<file path="src/rtl/ivc_pkg.sv">
package ivc_pkg;

  localparam int NLVL = 16;

  // Number of maskable flags feeding a level (levels 1..13 only).
  function automatic int grp_width(input int lvl, input bit tb7, input int adc_n);
    case (lvl)
      12:      return tb7 ? 7 : 3;
      7:       return adc_n;
      5:       return 3;
      4, 1:    return 8;
      default: return (lvl >= 2 && lvl <= 13) ? 1 : 0;
    endcase
  endfunction

  // Bit position of a level's first flag inside the packed maskable vector.
  function automatic int grp_base(input int lvl, input bit tb7, input int adc_n);
    int sum;
    sum = 0;
    for (int l = 1; l < lvl; l++) sum += grp_width(l, tb7, adc_n);
    return sum;
  endfunction

  function automatic int flag_total(input bit tb7, input int adc_n);
    return grp_base(14, tb7, adc_n);
  endfunction

  function automatic bit single_src(input int lvl, input bit tb7, input int adc_n);
    return (lvl >= 1 && lvl <= 13) && (grp_width(lvl, tb7, adc_n) == 1);
  endfunction

  function automatic logic [15:0] vec_of(input logic [3:0] idx);
    return 16'hFFE0 + {11'd0, idx, 1'b0};
  endfunction

endpackage

</file>
<file path="src/rtl/ivc_level_gate.sv">
module ivc_level_gate #(
  parameter bit TB_SEVEN  = 1'b1,
  parameter int ADC_FLAGS = 4,
  parameter int NMI_N     = 3,
  parameter int NMF       = ivc_pkg::flag_total(TB_SEVEN, ADC_FLAGS)
) (
  input  logic             reset_req,
  input  logic [NMI_N-1:0] nmi_flag,
  input  logic [NMI_N-1:0] nmi_en,
  input  logic             gie,
  input  logic [NMF-1:0]   mask_flag,
  input  logic [NMF-1:0]   mask_en,
  output logic [15:0]      lvl_req
);
  assign lvl_req[0]  = 1'b0;
  assign lvl_req[14] = |(nmi_flag & nmi_en);
  assign lvl_req[15] = reset_req;

  for (genvar g = 1; g <= 13; g++) begin : g_lvl
    localparam int W = ivc_pkg::grp_width(g, TB_SEVEN, ADC_FLAGS);
    localparam int B = ivc_pkg::grp_base(g, TB_SEVEN, ADC_FLAGS);
    assign lvl_req[g] = gie & (|(mask_flag[B +: W] & mask_en[B +: W]));
  end
endmodule

</file>
<file path="src/rtl/ivc_prio_enc.sv">
module ivc_prio_enc (
  input  logic [15:0] req,
  output logic        any,
  output logic [3:0]  idx,
  output logic [15:0] win_oh
);
  always_comb begin
    idx = 4'd0;
    for (int i = 0; i < 16; i++) begin
      if (req[i]) idx = 4'(i);
    end
    any    = |req;
    win_oh = any ? (16'd1 << idx) : 16'd0;
  end
endmodule

</file>
<file path="src/rtl/ivc_gie_reg.sv">
module ivc_gie_reg (
  input  logic clk,
  input  logic rst_n,
  input  logic wr,
  input  logic wdata,
  input  logic clr,
  output logic q
);
  always_ff @(posedge clk or negedge rst_n) begin
    if (!rst_n)   q <= 1'b0;
    else if (clr) q <= 1'b0;
    else if (wr)  q <= wdata;
  end
endmodule

</file>
<file path="src/rtl/ivc_vector_ctrl.sv">
module ivc_vector_ctrl #(
  parameter bit TB_SEVEN  = 1'b1,
  parameter int ADC_FLAGS = 4,
  parameter int NMI_N     = 3,
  localparam int NMF      = ivc_pkg::flag_total(TB_SEVEN, ADC_FLAGS)
) (
  input  logic             clk,
  input  logic             rst_n,
  input  logic             reset_req,
  input  logic [NMI_N-1:0] nmi_flag,
  input  logic [NMI_N-1:0] nmi_en,
  input  logic [NMF-1:0]   mask_flag,
  input  logic [NMF-1:0]   mask_en,
  input  logic             gie_wr,
  input  logic             gie_wdata,
  input  logic             ack,
  output logic             irq_pend,
  output logic [3:0]       irq_idx,
  output logic [15:0]      vec_addr,
  output logic             gie,
  output logic [15:0]      svc_clr
);
  logic [15:0] lvl_req;
  logic [15:0] win_oh;
  logic [3:0]  win_idx;
  logic        any_req;
  logic        ack_take;
  logic        pend_q;
  logic [3:0]  idx_q;

  assign ack_take = ack & pend_q;

  ivc_gie_reg u_gie (
    .clk(clk), .rst_n(rst_n), .wr(gie_wr), .wdata(gie_wdata),
    .clr(ack_take), .q(gie)
  );

  ivc_level_gate #(
    .TB_SEVEN(TB_SEVEN), .ADC_FLAGS(ADC_FLAGS), .NMI_N(NMI_N), .NMF(NMF)
  ) u_gate (
    .reset_req(reset_req), .nmi_flag(nmi_flag), .nmi_en(nmi_en), .gie(gie),
    .mask_flag(mask_flag), .mask_en(mask_en), .lvl_req(lvl_req)
  );

  ivc_prio_enc u_enc (
    .req(lvl_req), .any(any_req), .idx(win_idx), .win_oh(win_oh)
  );

  // Capture the winner once; hold it until the acknowledge.
  always_ff @(posedge clk or negedge rst_n) begin
    if (!rst_n) begin
      pend_q <= 1'b0;
      idx_q  <= 4'd0;
    end else if (pend_q) begin
      if (ack) pend_q <= 1'b0;
    end else if (any_req) begin
      pend_q <= 1'b1;
      idx_q  <= win_idx;
    end
  end

  for (genvar l = 0; l < 16; l++) begin : g_clr
    localparam bit SINGLE = ivc_pkg::single_src(l, TB_SEVEN, ADC_FLAGS);
    assign svc_clr[l] = SINGLE && ack_take && (idx_q == 4'(l));
  end

  assign irq_pend = pend_q;
  assign irq_idx  = idx_q;
  assign vec_addr = ivc_pkg::vec_of(idx_q);

  assert_win_in_req_R2: assert property (@(posedge clk) disable iff (!rst_n)
    $onehot0(win_oh) && ((win_oh & ~lvl_req) == 16'd0));

  assert_capture_R2: assert property (@(posedge clk) disable iff (!rst_n)
    !pend_q && any_req |=> pend_q && (idx_q == $past(win_idx)));

  assert_reset_wins_R4: assert property (@(posedge clk) disable iff (!rst_n)
    !pend_q && reset_req |=> pend_q && (idx_q == 4'd15));

  assert_no_level0_R8: assert property (@(posedge clk) disable iff (!rst_n)
    pend_q |-> (idx_q != 4'd0));

  assert_hold_R10: assert property (@(posedge clk) disable iff (!rst_n)
    pend_q && !ack |=> pend_q && $stable(idx_q));

  assert_ack_clears_R11: assert property (@(posedge clk) disable iff (!rst_n)
    ack && pend_q |=> !pend_q && !gie);

  assert_idle_ack_R11: assert property (@(posedge clk) disable iff (!rst_n)
    ack && !pend_q && !gie_wr |=> $stable(gie));

  assert_svc_pulse_R12: assert property (@(posedge clk) disable iff (!rst_n)
    $onehot0(svc_clr) && ((svc_clr == 16'd0) || (ack && pend_q)));
endmodule

</file>
<file path="config.mk">
export PLATFORM = sky130hd
export DESIGN_NAME = ivc_vector_ctrl
export DESIGN_NICKNAME = d
export VERILOG_FILES = /design/src/rtl/ivc_pkg.sv /design/src/rtl/ivc_level_gate.sv /design/src/rtl/ivc_prio_enc.sv /design/src/rtl/ivc_gie_reg.sv /design/src/rtl/ivc_vector_ctrl.sv
export SDC_FILE = /design/constraint.sdc
export NUM_CORES = 1
export LEC_CHECK = 0
export CAP_MARGIN = 25
export CORE_AREA = 2 2 49 51
export CTS_CLUSTER_SIZE = 40
export DETAILED_ROUTE_END_ITERATION = 10
export DIE_AREA = 0 0 51 53
export DONT_BUFFER_PORTS = 1
export PLACE_DENSITY = 0.64
export SLEW_MARGIN = 20
export SYNTH_ARGS = -nofsm -noshare
export SYNTH_HDL_FRONTEND = slang
export SYNTH_SLANG_ARGS = --single-unit
</file>
<file path="constraint.sdc">
create_clock -name clk -period 1.7 [get_ports clk]
set_input_delay 0.34 -clock clk [delete_from_list [all_inputs] [get_ports clk]]
set_output_delay 0.34 -clock clk [all_outputs]
set_load 0.02 [all_outputs]
</file>
# Yosys cells after proc, flatten, opt, wreduce, memory -nomap -nowiden
# Index checks and enable logic that the tools add are counted.
dict set report totals {
  regBits 6
  in_bits 88
  output_inout_bits 38
  word_cells 78
}
dict set report op_classes {
  addsub 1
  n_eq_ne 8
  mux 20
  bitwise_logic 29
  reduce_logical 17
}
# op count
set ops {}
lappend ops {{two-way mux 4 bit} 8}
lappend ops {{AND 1 bit} 22}
lappend ops {{equality test 4 bit (second input constant)} 5}
lappend ops {{OR reduction 17 bit} 1}
lappend ops {{AND 8 bit} 2}
lappend ops {{OR reduction 8 bit} 2}
lappend ops {{two-way mux 3 bit} 4}
lappend ops {{equality test 4 x 2 -> 1 bit (second input constant)} 2}
lappend ops {{logical AND 1 bit} 8}
lappend ops {{adder 6 x 6 -> 7 bit (first input constant)} 1}
lappend ops {{AND 7 bit} 1}
lappend ops {{OR reduction 7 bit} 1}
lappend ops {{AND 3 bit} 2}
lappend ops {{two-way mux 1 bit} 6}
lappend ops {{OR reduction 3 bit} 2}
lappend ops {{AND 4 bit} 1}
lappend ops {{equality test 4 x 3 -> 1 bit (second input constant)} 1}
lappend ops {{two-way mux 2 bit} 2}
lappend ops {{OR reduction 4 bit} 1}
lappend ops {{AND reduction 2 bit} 1}
lappend ops {{nonzero test 2 bit} 1}
lappend ops {{NOT 1 bit} 1}

# Depth between registers and ports, before layout
# Gate-level depths: netlist of run 1.
dict set report logic_depth {
  ltp_word 18
  mapped_depth 5
  mapped_depth_nobuf 5
}

# Modules after synthesis
# Synthesis of run 1 repeated with hierarchy kept, for this count alone.
dict set report unflattened {
  cells_unflattened 147
  hier_area_um2 1144.8
}
# mod n_inst cells_per_inst area_each_um2 seq_area_each_um2
set modules_own_cells {}
lappend modules_own_cells {ivc_vector_ctrl 1 52 500.5 125.1}
lappend modules_own_cells {ivc_prio_enc 1 59 376.6 0.0}
lappend modules_own_cells {ivc_level_gate 1 33 229.0 0.0}
lappend modules_own_cells {ivc_gie_reg 1 3 38.8 25.0}

# Worst setup path after synthesis of run 1
# OpenSTA, ideal clock, no wires.
dict set report synth_path {
  kind {in2reg}
  startpoint {in mask_flag[30]}
  endpoint {reg idx_q[0], in the netlist irq_idx[0]}
  setup_time_ps 128
  arrival_time_ps 1700
  required_time_ps 1572
  path_slack_ps -128
  path_stages 5
  path_buffers 0
  cell_sequence {a222oi_1 nand3_2 a2111oi_4 a21oi_2 mux2_1}
}
dict set report synth_between {
  elab_chain_cells 7
  elab_cells_between_ends 9
  cone_classes {mux (4); bitwise (2); reduce/logical (3)}
}
# element line_no
set synth_lines {}
lappend synth_lines {{start: declaration} ivc_vector_ctrl.sv:12} ;# input logic [NMF-1:0] mask_flag,
lappend synth_lines {{AND 7 bit *} ivc_level_gate.sv:22} ;# assign lvl_req[g] = gie & (|(mask_flag[B +: W] & mask_en[B +: W]));
lappend synth_lines {{OR reduction 7 bit *} ivc_level_gate.sv:22}
lappend synth_lines {{AND 1 bit *} ivc_level_gate.sv:22}
lappend synth_lines {{two-way mux 4 bit (4 in series)} ivc_prio_enc.sv:10} ;# if (req[i]) idx = 4'(i);
lappend synth_lines {{end signal: assignment} ivc_vector_ctrl.sv:58} ;# idx_q <= win_idx;
lappend synth_lines {{end: declaration} ivc_vector_ctrl.sv:29} ;# logic [3:0] idx_q;
# Mark *: on every way between the ends. The rest lies on a longest branch, timed or not.
# A chain may end at the register's enable or synchronous reset.

# Worst setup path after layout of run 1
dict set report layout_path {
  startpoint {reg u_gie.q}
  endpoint {reg idx_q[1], in the netlist irq_idx[1]}
}
dict set report layout_between {
  elab_chain_cells 15
  elab_cells_between_ends 29
  cone_classes {mux (14); bitwise (13); reduce/logical (2)}
}
# element line_no
set layout_lines {}
lappend layout_lines {{start: declaration} ivc_gie_reg.sv:7} ;# output logic q
lappend layout_lines {{start signal: assignment} ivc_gie_reg.sv:12} ;# else if (wr) q <= wdata;
lappend layout_lines {{AND 1 bit} ivc_level_gate.sv:22}
lappend layout_lines {{two-way mux 2 bit (2 in series)} ivc_prio_enc.sv:10}
lappend layout_lines {{two-way mux 3 bit (4 in series)} ivc_prio_enc.sv:10}
lappend layout_lines {{two-way mux 4 bit (8 in series)} ivc_prio_enc.sv:10}
# Parallel ways exist; a longest one is shown, timed or not.

==> results of run 1 <==
registers in the layout, indices dropped and copies added, names as in the netlist:
name / count
irq_idx: 4
u_gie.q: 1
irq_pend: 1
cell usage after synthesis (2+ instances only):
| master | count |
|---|---|
| sky130_fd_sc_hd__a41oi_1 | 2 |
| sky130_fd_sc_hd__and4_1 | 2 |
| sky130_fd_sc_hd__dfrtp_1 | 6 |
| sky130_fd_sc_hd__a22oi_1 | 15 |
| sky130_fd_sc_hd__a222oi_1 | 3 |
| sky130_fd_sc_hd__a21oi_1 | 5 |
| sky130_fd_sc_hd__nor3_1 | 4 |
| sky130_fd_sc_hd__mux2_1 | 3 |
| sky130_fd_sc_hd__and2_1 | 2 |
| sky130_fd_sc_hd__nand2_1 | 10 |
| sky130_fd_sc_hd__nand3_1 | 4 |
| sky130_fd_sc_hd__o21ai_0 | 3 |
| sky130_fd_sc_hd__conb_1 | 2 |
| sky130_fd_sc_hd__buf_4 | 24 |
| sky130_fd_sc_hd__nand4_1 | 5 |
| sky130_fd_sc_hd__nor2_1 | 5 |
layout make-up:
type,instances,area [um2]
repair buffers,26,198
multi-input cells,103,677
inverters,1,3.75
fillers,227,1060
flip-flops and latches,6,151
well taps,28,35.0
clock buffers,3,22.5
report_power, final:
part,internal [mW],switching [mW],total [mW]
clock network,0.0795,0.0466,0.126
registers,0.168,0.0299,0.198
logic,0.138,0.225,0.362
total,0.385,0.301,0.686
cell families (layout without fill, tap and decap cells):
group / count (synthesis) / in the layout / synth area share
AO/OA/AOI/OAI: 38 / 38 / 0.331
multiplexers: 4 / 4 / 0.0467
flip-flops: 6 / 6 / 0.160
AND/OR/NAND/NOR: 41 / 41 / 0.240
other: 2 / 20 / 0.00801
buffers and inverters: 27 / 30 / 0.214
final timing paths:
kind	startpoint	to	slack, ns	cells after the start
setup / recovery	u_gie.q	irq_idx[1]	0.07	4
hold / removal	ack	irq_pend	0.18	1
setup reg to reg	u_gie.q	irq_idx[1]	0.07	4
hold reg to reg	irq_idx[1]	irq_idx[1]	0.60	1
max in group asynchronous	rst_n	u_gie.q	1.06	1
min in group asynchronous	rst_n	irq_idx[1]	0.41	1
timing repair:
item	CTS	global route
setup buffers	1	1
resized for setup	4	0
hold buffers	1	0
endpoints found under the setup margin	2	4
pin swaps	3	3
hold endpoints to repair	6	0
layer usage:
metal	up-vias	wire, um
li1	467	-
met1	430	989
met2	80	1350
met3	0	286
met4	0	0
met5	-	0
per-stage QoR:
stage / area [um2] / hold WS, ns / util / total power [mW] / TNS (ns)
final: 1090 / 0.181 / 0.506 / 0.686 / 0
after global routing: 1090 / 0.167 / 0.506 / 0.741 / 0
after CTS: 1080 / 0.175 / 0.503 / 0.692 / 0
after detailed placement: 1020 / 0.0446 / 0.475 / 0.548 / -0.519
after global placement: 1020 / 0.0446 / 0.475 / 0.543 / -0.340
after floorplan: 1010 / 0.0444 / - / 0.508 / -0.178
==> results.md, run 1 <==
- The flow ran to the end, and the final reports show no timing, DRC or antenna violations.
- The clock reaches the later pin of the worst-skew pair after 0.24 ns.
- Dividing the final minimum period by the clock period gives 0.960.
- The count of pins on the block boundary is 126.
- The routed wirelength normalized by instance count is 15.7 um.
- The total CTS buffers is 3.
- Summed over all layers, the routed wires come to 2.62 mm.
- The reported leakage power is 0.455 nW.
- The synthesized design contains 6 register bits.
- In this run the most used layer during global routing was met2.
- Traced cell by cell, the critical path runs through and2b_2 -> a2111oi_4 -> a21oi_2 -> mux2_1.
- The y dimension of the die is 53 um.
- The total congestion overflow after global routing is 0.
- The overall track demand over capacity in global routing is 0.190.
- The antenna diode count is 0.
- The TritonCTS clock tree is built.
- The critical path start-end classification is flop to flop.
- The met2 layer usage reported by global route is 0.333.
- The via count of the first global-routing pass is 849.
- Of the synthesized area, sequential elements account for 0.160.
- The final number of hold-violating endpoints is 0.
- In this run the worst hold path is classified as primary input to flop.
- The largest net degree at the start of global routing is 8.
- Counting flops with an async set or reset pin after synthesis yields a share of 1.00.
- The launching element type of the critical path is a flop.
- At the worst endpoint, the required time is 1.82 ns.
- The clock drives 6 sinks.
- The layout-stage area growth over the synthesis result is 16.0%.
- The floorplan die area is 0.00270 mm2.
- The met1 capacity usage during global routing is 0.239.
- The setup slack at placement is -0.181 ns.
- Excluding fillers, the count of instances in the completed layout stands at 167.
- The number of antenna violations at the first check in global routing is 0.
- The post-DP HPWL is 2.39 mm.
- The share of Yosys cell area claimed by the top area cell type is 0.192.
- Dividing the detail-routed via count by the number of cells gives 5.85.
- The iteration count of the initial detailed-routing pass is 4.
- In this run the remaining antenna-violating nets after routing total 0.
- The number of nets in the final layout is 229.
- The total number of vias is 977.
- The power density over the cells is 631 mW/mm2.
- The worst setup path is captured at a flop.
- After synthesis, the mean cell area works out to 7.94 um2.
- Together, buffers and inverters on the worst path number 0.
- The initial core utilization is 0.436.
- The number of max-cap violations is 0.
- The setup slack after layout is 0.0684 ns.
- In the global route stage, met3 resource usage came out at 0.0452.
- In the layout the commonest cells are 25 x sky130_fd_sc_hd__buf_4, 20 x sky130_fd_sc_hd__conb_1, 15 x sky130_fd_sc_hd__a22oi_1.
- After synthesis, the cell types taking the most area are sky130_fd_sc_hd__buf_4 19%, sky130_fd_sc_hd__dfrtp_1 16%, sky130_fd_sc_hd__a22oi_1 12%.
- The weighted congestion reported at the end of routability-driven placement is 0.837.
- The largest stage delay on the critical path is 0.45 ns.
- Measured along the x axis, the die boundary spans 51 um.
- VDD sags by at most 0.000420 V.
- The top achievable clock speed is 0.613 GHz.
- The synthesized cell area is 937 um2.
- Setup violations remaining at the end of the flow were counted as 0.
- Of all nets on the critical path, the largest fanout is 7.
- The arrival time reported for the critical path endpoint is 1.75 ns.
- The family with the most delay on the worst path is compound AO/OA/AOI/OAI gates.
- The number of synthesized flops with an enable pin is 0.
- The number of H-tree levels is 1.
- The clock transition at the registers of the reported paths is 0.04 ns.
- The first-pass GRT wire length is 3.88 mm.
- The worst clock skew is 0.00313 ns.
- In this run the deepest clock path goes through 2 buffers.
- The residual DRC count is 0.
- The area of the core is 0.00215 mm2.
- The library cell used most frequently in the layout, excluding fill and tap cells, is sky130_fd_sc_hd__buf_4.
- The count of different cell masters after synthesis is 39.
- The most used flip-flop cell after synthesis is sky130_fd_sc_hd__dfrtp_1.
- During synthesis, Yosys emitted a total of 0 warnings.
- Of the cells placed in the final design, the portion with a size suffix greater than 1 is 0.273.
- The count of input and output buffers is 0.
- The root buffer cell chosen for the clock tree is sky130_fd_sc_hd__clkbuf_4.
- The worst-path cell with the longest stage delay is sky130_fd_sc_hd__dfrtp_2.
- The number of core rows is 17.
- The post-synthesis cell count is 118.
- The starting DRC count in detailed routing is 31.
- The max-slew violation total from the final report is 0.
- The cell type with the highest aggregate area in the netlist is sky130_fd_sc_hd__buf_4.
- Counting tap cells, the placed design contains a total of 161 instances.
- Counting I/O delays and the setup requirement, the final critical path takes 1.63 ns.
- Setup repair after global routing left no endpoint under its margin.
Power figures use the tool's default switching activity.
==> run 2, diff against run 1 <==
CORE_AREA = 2 2 48 50   (was 2 2 49 51)
DIE_AREA = 0 0 50 52   (was 0 0 51 53)
PLACE_DENSITY = 0.66   (was 0.64)
==> results.md, run 2 (synthesis results as in run 1) <==
- Walking the worst path, the cells encountered are buf_4 -> a21boi_4 -> a2111oi_4 -> a21oi_2 -> mux2_4.
- The worst setup path is launched from a flop.
- The total negative slack for setup checks is 0 ns (unchanged).
- The largest stage delay on the critical path was 0.45 ns (about the same).
- The fraction of final layout cells with drive strength greater than 1 was 0.336 (+0.0623).
- The final-report setup violation count was 0 (unchanged).
- The endpoint class of the critical path is a flop.
- The number of H-tree levels is 1 (unchanged).
- Compared with the post-synthesis result, the final layout area differs by 21.1%.
- The routed wirelength normalized by instance count is 14.8 um (-5.4%).
- The count of cells along the worst hold path came to 1 (unchanged).
- The clock latency on the worst-skew pair was 0.24 ns (about the same).
- The iteration count of the initial detailed-routing pass is 4 (unchanged).
- Broken down by cell family, the worst path's largest delay share belongs to compound AO/OA/AOI/OAI gates.
- The number of flip-flops in the largest register is 4 (unchanged).
- The clock transition at the registers of the reported paths is 0.04 ns (about the same).
- The starting DRC count in detailed routing is 17 (-45%).
- The part of the cycle the worst path needs is 0.996 (+0.0366).
- The total congestion overflow after global routing was 0 (unchanged).
- The die outline width is 50 um (-2.0%).
- The number of nets in the final layout is 230 (+0.44%).
- The total CTS buffers is 3 (unchanged).
- The top achievable clock speed is 0.590 GHz (-3.7%).
- The worst hold slack is 0.181 ns (+0.000305 ns).
- The largest fanout on the critical path came to 5 (-2).
- The power consumption was 717 uW (+4.5%).
- The overall track demand over capacity in global routing is 0.182 (-0.00771).
- The y dimension of the die is 52 um (-1.9%).
- The buffer levels on the longest clock path is 2 (unchanged).
- The power density over the cells is 632 mW/mm2 (+0.16%).
- The setup slack after layout is 0.00617 ns (-0.0622 ns).
- The final number of hold-violating endpoints is 0 (unchanged).
- The slowest stage of the critical path belongs to the cell sky130_fd_sc_hd__dfrtp_2.
- The remaining antenna violation count is 0 (unchanged).
- The arrival time reported for the critical path endpoint is 1.81 ns (+0.06 ns).
- The register-to-register setup slack is 0.006 ns (-0.06 ns).
- The area of the core was 0.00211 mm2 (-2.0%).
- The utilization of the core after routing is 0.539 (+0.0328).
- TritonCTS built the clock tree.
- The number of antenna violations at the first check in global routing came to 0 (unchanged).
- The number of core rows came to 17 (unchanged).
- The flow ran to the end, and the final reports show no timing, DRC or antenna violations.
- The post-DP HPWL is 2.22 mm (-7.2%).
- The wire length after detailed routing is 2.49 mm (-4.8%).
- The count of pins on the block boundary was 126 (unchanged).
- The worst-case reg-to-reg path depth was 5 (+1).
- The floorplan die area is 0.00260 mm2 (-3.8%).
- The first-pass GRT wire length was 3.68 mm (-5.1%).
- The residual DRC count is 0 (unchanged).
- By startpoint and endpoint, the worst setup path is classified as flop to flop.
- The TritonCTS sink count is 6 (unchanged).
- The setup slack at placement was -0.180 ns (+0.000367 ns).
- The max-slew violation total from the final report came to 0 (unchanged).
- The number of max-cap violations is 0 (unchanged).
- Clock tree synthesis selected as its root buffer the cell sky130_fd_sc_hd__clkbuf_4.
- Setup repair after global routing could not meet its margin everywhere.
- The number of vias per cell after detailed routing is 5.88 (+0.42%).
- The worst clock skew came to 0.00126 ns (-0.00188 ns).
- The sum of buffers and inverters on the critical path came to 1 (+1).
- The total number of vias was 987 (+1.0%).
- Leaving out fill and tap cells, the most frequent cell in the layout is sky130_fd_sc_hd__buf_4.
- The critical path depth is 5 (+1).
- The final critical delay including setup and external delays came to 1.69 ns (+0.0622 ns).
- The weighted congestion reported at the end of routability-driven placement was 0.855 (+2.2%).
- The antenna diode count is 0 (unchanged).
- The initial core utilization is 0.445 (+0.00881).
- The largest net degree at the start of global routing was 9 (+1).
- In the layout the commonest cells are 26 x sky130_fd_sc_hd__buf_4, 20 x sky130_fd_sc_hd__conb_1, 15 x sky130_fd_sc_hd__a22oi_1.
- The maximum resistive drop on vdd is 0.000265 V (-37%).
- The count of input and output buffers came to 0 (unchanged).
- The critical path data required time is 1.82 ns (about the same).
- The reported leakage power is 0.475 nW (+4.4%).
- The count of filler cells inserted in the layout is 192 (-15%).
- The via count of the first global-routing pass is 905 (+6.6%).
- In this run the worst hold path is classified as primary input to flop.
[run 2: changes by cell type in the layout (fill, tap and decap cells not counted), sizes merged]
cell  change
buf       +1
[run 2: path summary, 6_finish.rpt]
path | startpoint | to
worst max-delay path | u_gie.q | irq_idx[1]
worst min-delay path | ack | u_gie.q
worst max register to register | u_gie.q | irq_idx[1]
worst min register to register | irq_idx[0] | irq_idx[0]
max in group asynchronous | rst_n | irq_idx[1]
min in group asynchronous | rst_n | irq_idx[3]
[run 2: worst reg2reg max path, cell delays in order, from the launching register on]
cell and delay, ns:
sky130_fd_sc_hd__dfrtp_2 0.45, sky130_fd_sc_hd__buf_4 0.16, sky130_fd_sc_hd__a21boi_4 0.15, sky130_fd_sc_hd__a2111oi_4 0.35, sky130_fd_sc_hd__a21oi_2 0.15, sky130_fd_sc_hd__mux2_4 0.32
[run 2: timing repair]
item | in CTS | in global routing
gates resized for setup | 3 | 10
endpoints found under the hold margin | 6 | 0
pin swaps | 0 | 6
setup buffers | 0 | 4
hold buffers | 1 | 0
endpoints found under the setup margin | 4 | 5
[run 2: metrics by stage]
step	area [um2]	cells
after detailed placement	1010	160
after global placement	1010	160
after global routing	1130	168
final	1130	168
after floorplan	1010	136
after CTS	1050	164
[run 2: area by class of cell]
cell class / count / area (um2) / share of cell area
Timing Repair Buffer: 27 / 205 / 0.181
Multi-Input combinational cell: 103 / 716 / 0.631
Inverter: 1 / 3.75 / 0.00331
Tap cell: 28 / 35.0 / 0.0309
Sequential cell: 6 / 153 / 0.135
Clock buffer: 3 / 22.5 / 0.0198
[run 2: layer usage]
| metal | up-vias | share of wire | track usage |
|---|---|---|---|
| met2 | 79 | 0.54 | 0.344 |
| li1 | 467 | - | - |
| met5 | - | 0 | 0 |
| met4 | 0 | 0 | 0.0741 |
| met3 | 0 | 0.099 | 0.0316 |
| met1 | 441 | 0.36 | 0.198 |
[run 2: where the power goes]
group | internal, mW | switching, mW
registers | 0.168 | 0.0494
clock network | 0.0794 | 0.0452
logic | 0.155 | 0.220
==> run 3, diff against run 2 <==
CORE_AREA = unset   (was 2 2 48 50)
CORE_ASPECT_RATIO = 0.5   (was unset)
CORE_MARGIN = 2   (was unset)
CORE_UTILIZATION = 31   (was unset)
CTS_CLUSTER_DIAMETER = 80   (was unset)
DIE_AREA = unset   (was 0 0 50 52)
PLACE_DENSITY = 0.51   (was 0.66)
==> results.md, run 3 (synthesis results as in run 1) <==
- The number of flip-flops in the largest register is 4 (unchanged).
- The TritonCTS sink count was 6 (unchanged).
- The antenna diode count is 0 (unchanged).
- The cell chosen for the clock root is sky130_fd_sc_hd__clkbuf_8.
- The arrival time reported for the critical path endpoint was 1.72 ns (-0.09 ns).
- The residual DRC count is 0 (unchanged).
- In this run the critical register-to-register path is launched from u_gie.q.
- The largest stage delay on the critical path is 0.45 ns (about the same).
- The buffer levels on the longest clock path is 2 (unchanged).
- The post-route cell area is 0.00112 mm2 (-1.5%).
- The y dimension of the die is 42.9 um (-18%).
- The total CTS buffers is 3 (unchanged).
- The iteration count of the initial detailed-routing pass was 4 (unchanged).
- The largest net degree at the start of global routing is 9 (unchanged).
- The final-report setup violation count is 0 (unchanged).
- The remaining antenna violation count is 0 (unchanged).
- The worst setup path is of the flop to flop kind.
- Setup repair after global routing could not meet its margin everywhere.
- The fraction of final layout cells with drive strength greater than 1 is 0.271 (-0.0643).
- The register-to-register setup slack is 0.07 ns (+0.06 ns).
- The total congestion overflow after global routing is 0 (unchanged).
- The post-DP HPWL is 2.11 mm (-5.0%).
- Walking the worst path, the cells encountered are and2b_2 -> a2111oi_4 -> a21oi_2 -> mux2_1.
- The capture point of the worst reg-to-reg path is irq_idx[0].
- The count of input and output buffers is 0 (unchanged).
- The count of cells along the worst hold path is 1 (unchanged).
- The routed wirelength normalized by instance count was 12.8 um (-14%).
- The total number of vias came to 963 (-2.4%).
- The number of H-tree levels was 1 (unchanged).
- The top achievable clock speed is 0.614 GHz (+3.9%).
- The source of the worst hold timing path is ack.
- The part of the cycle the worst path needs is 0.959 (-0.0378).
- The worst clock skew is 0.000266 ns (-0.000990 ns).
- The clock transition at the registers of the reported paths is 0.03 ns (about the same).
- The reported leakage power was 0.465 nW (-2.1%).
- The run finished with clean final reports.
- The standard cell area after detailed placement is 0.00106 mm2 (+4.4%).
- The layout-stage area growth over the synthesis result is 19.2%.
- The floorplan die area is 0.00351 mm2 (+35%).
- The number of nets in the final layout is 230 (unchanged).
- The clock latency on the worst-skew pair is 0.22 ns (-0.02 ns).
- The wire length after detailed routing came to 2.31 mm (-7.5%).
- The max-slew violation total from the final report is 0 (unchanged).
- The worst-case reg-to-reg path depth came to 4 (-1).
- In the layout the commonest cells are 26 x sky130_fd_sc_hd__buf_4, 20 x sky130_fd_sc_hd__conb_1, 15 x sky130_fd_sc_hd__a22oi_1.
- The initial core utilization was 0.318 (-0.127).
- The critical path data required time came to 1.79 ns (-0.03 ns).
- The instance count after placement with tap cells included is 176 (+10%).
- The weighted congestion reported at the end of routability-driven placement came to 0.718 (-16%).
- On the critical path, the stage with the largest delay is an instance of sky130_fd_sc_hd__dfrtp_2.
- The number of core rows is 14 (-3).
- The TritonCTS clock tree is built.
- The die outline width is 81.8 um (+64%).
- For hold timing, the worst endpoint is irq_pend.
- The first-pass GRT wire length came to 3.45 mm (-6.4%).
- The class of the tightest hold or removal check is primary input to flop.
- The number of vias per cell after detailed routing was 5.35 (-8.9%).
- The overall track demand over capacity in global routing is 0.128 (-0.0539).
- The via count of the first global-routing pass was 850 (-6.1%).
- The commonest non-fill, non-tap cell in the layout is sky130_fd_sc_hd__buf_4.
- The maximum resistive drop on vdd is 0.000501 V (+89%).
- The launching element type of the critical path is a flop.
- The count of filler cells inserted in the layout is 307 (+60%).
- The number of antenna violations at the first check in global routing is 0 (unchanged).
- The final number of hold-violating endpoints is 0 (unchanged).
- The largest fanout on the critical path was 8 (+3).
- The final critical delay including setup and external delays is 1.63 ns (-0.0643 ns).
- The starting DRC count in detailed routing is 22 (+5).
- The endpoint class of the critical path is a flop.
- The final instance count without filler cells is 180 (+7.1%).
- The count of pins on the block boundary is 126 (unchanged).
- The area of the core is 0.00294 mm2 (+40%).
- The power density over the cells is 683 mW/mm2 (+8.1%).
- The number of max-cap violations came to 0 (unchanged).
run 3: changes by cell type in the layout (fill, tap and decap cells not counted), moves of 2 or more:
| cell | previous run | this run |
|---|---|---|
| sky130_fd_sc_hd__nor3_2 | 2 | 0 |
| sky130_fd_sc_hd__mux2_4 | 3 | 0 |
| sky130_fd_sc_hd__clkbuf_8 | 0 | 3 |
| sky130_fd_sc_hd__mux2_1 | 0 | 3 |
| sky130_fd_sc_hd__clkbuf_4 | 3 | 0 |
| sky130_fd_sc_hd__nor3_1 | 2 | 4 |
run 3: cell type report:
class / instances / area [um2] / area share
Clock buffer: 3 / 41.3 / 0.0370
Inverter: 1 / 3.75 / 0.00336
Multi-Input combinational cell: 103 / 666 / 0.596
Sequential cell: 6 / 151 / 0.135
Tap cell: 40 / 50.0 / 0.0448
Timing Repair Buffer: 27 / 205 / 0.184
run 3: how the worst max path moves through the flow:
stage,slack [ns],cells past startpoint,to,startpoint
after floorplan,-0.06,5,irq_idx[0],mask_en[30]
after global placement,-0.18,6,irq_idx[2],mask_flag[15]
after detailed placement,-0.14,6,irq_idx[1],mask_flag[15]
after CTS,0.03,5,irq_idx[0],u_gie.q
after global routing,-0.03,5,irq_idx[0],mask_flag[30]
final,0.07,4,irq_idx[0],u_gie.q
run 3: layer usage:
layer  vias to the layer above  routed length, um  GRT usage
met5                         -                  0          0
li1                        470                  -          -
met4                         0                 36     0.0533
met1                       429                964      0.153
met3                         6                205     0.0213
met2                        58               1100      0.226
run 3: report_power, final:
group          switching [mW]  leakage (nW)  internal [mW]  total [mW]
Clock                  0.0514        0.0216          0.151       0.203
Sequential             0.0320        0.0642          0.168       0.200
Combinational           0.222         0.379          0.139       0.360
Total                   0.305         0.465          0.458       0.763
run 3: through the flow:
stage / power (mW) / hold WS, ns / setup TNS, ns / setup slack (ns) / utilization
floorplan: 0.508 / 0.0444 / -0.178 / -0.0594 / -
global placement: 0.556 / 0.0446 / -0.541 / -0.181 / 0.360
detailed placement: 0.559 / 0.0446 / -0.410 / -0.140 / 0.360
CTS: 0.771 / 0.200 / 0 / 0.0266 / 0.377
global route: 0.818 / 0.200 / -0.0857 / -0.0327 / 0.380
finish: 0.763 / 0.204 / 0 / 0.0705 / 0.380
run 3: timing repair:
action	in CTS	in global routing
hold buffers	1	0
endpoints found under the setup margin	3	3
endpoints found under the hold margin	6	0
setup buffers	0	0
gates cloned	0	0
gates resized for setup	0	2
pin swaps	1	1
run 3: worst max-delay path: cells and delay by family (launching register included):
kind	cells	cell delay, ns
AND/OR/NAND/NOR	1	0.23
flip-flops	1	0.45
multiplexers	1	0.32
AO/OA/AOI/OAI	2	0.50
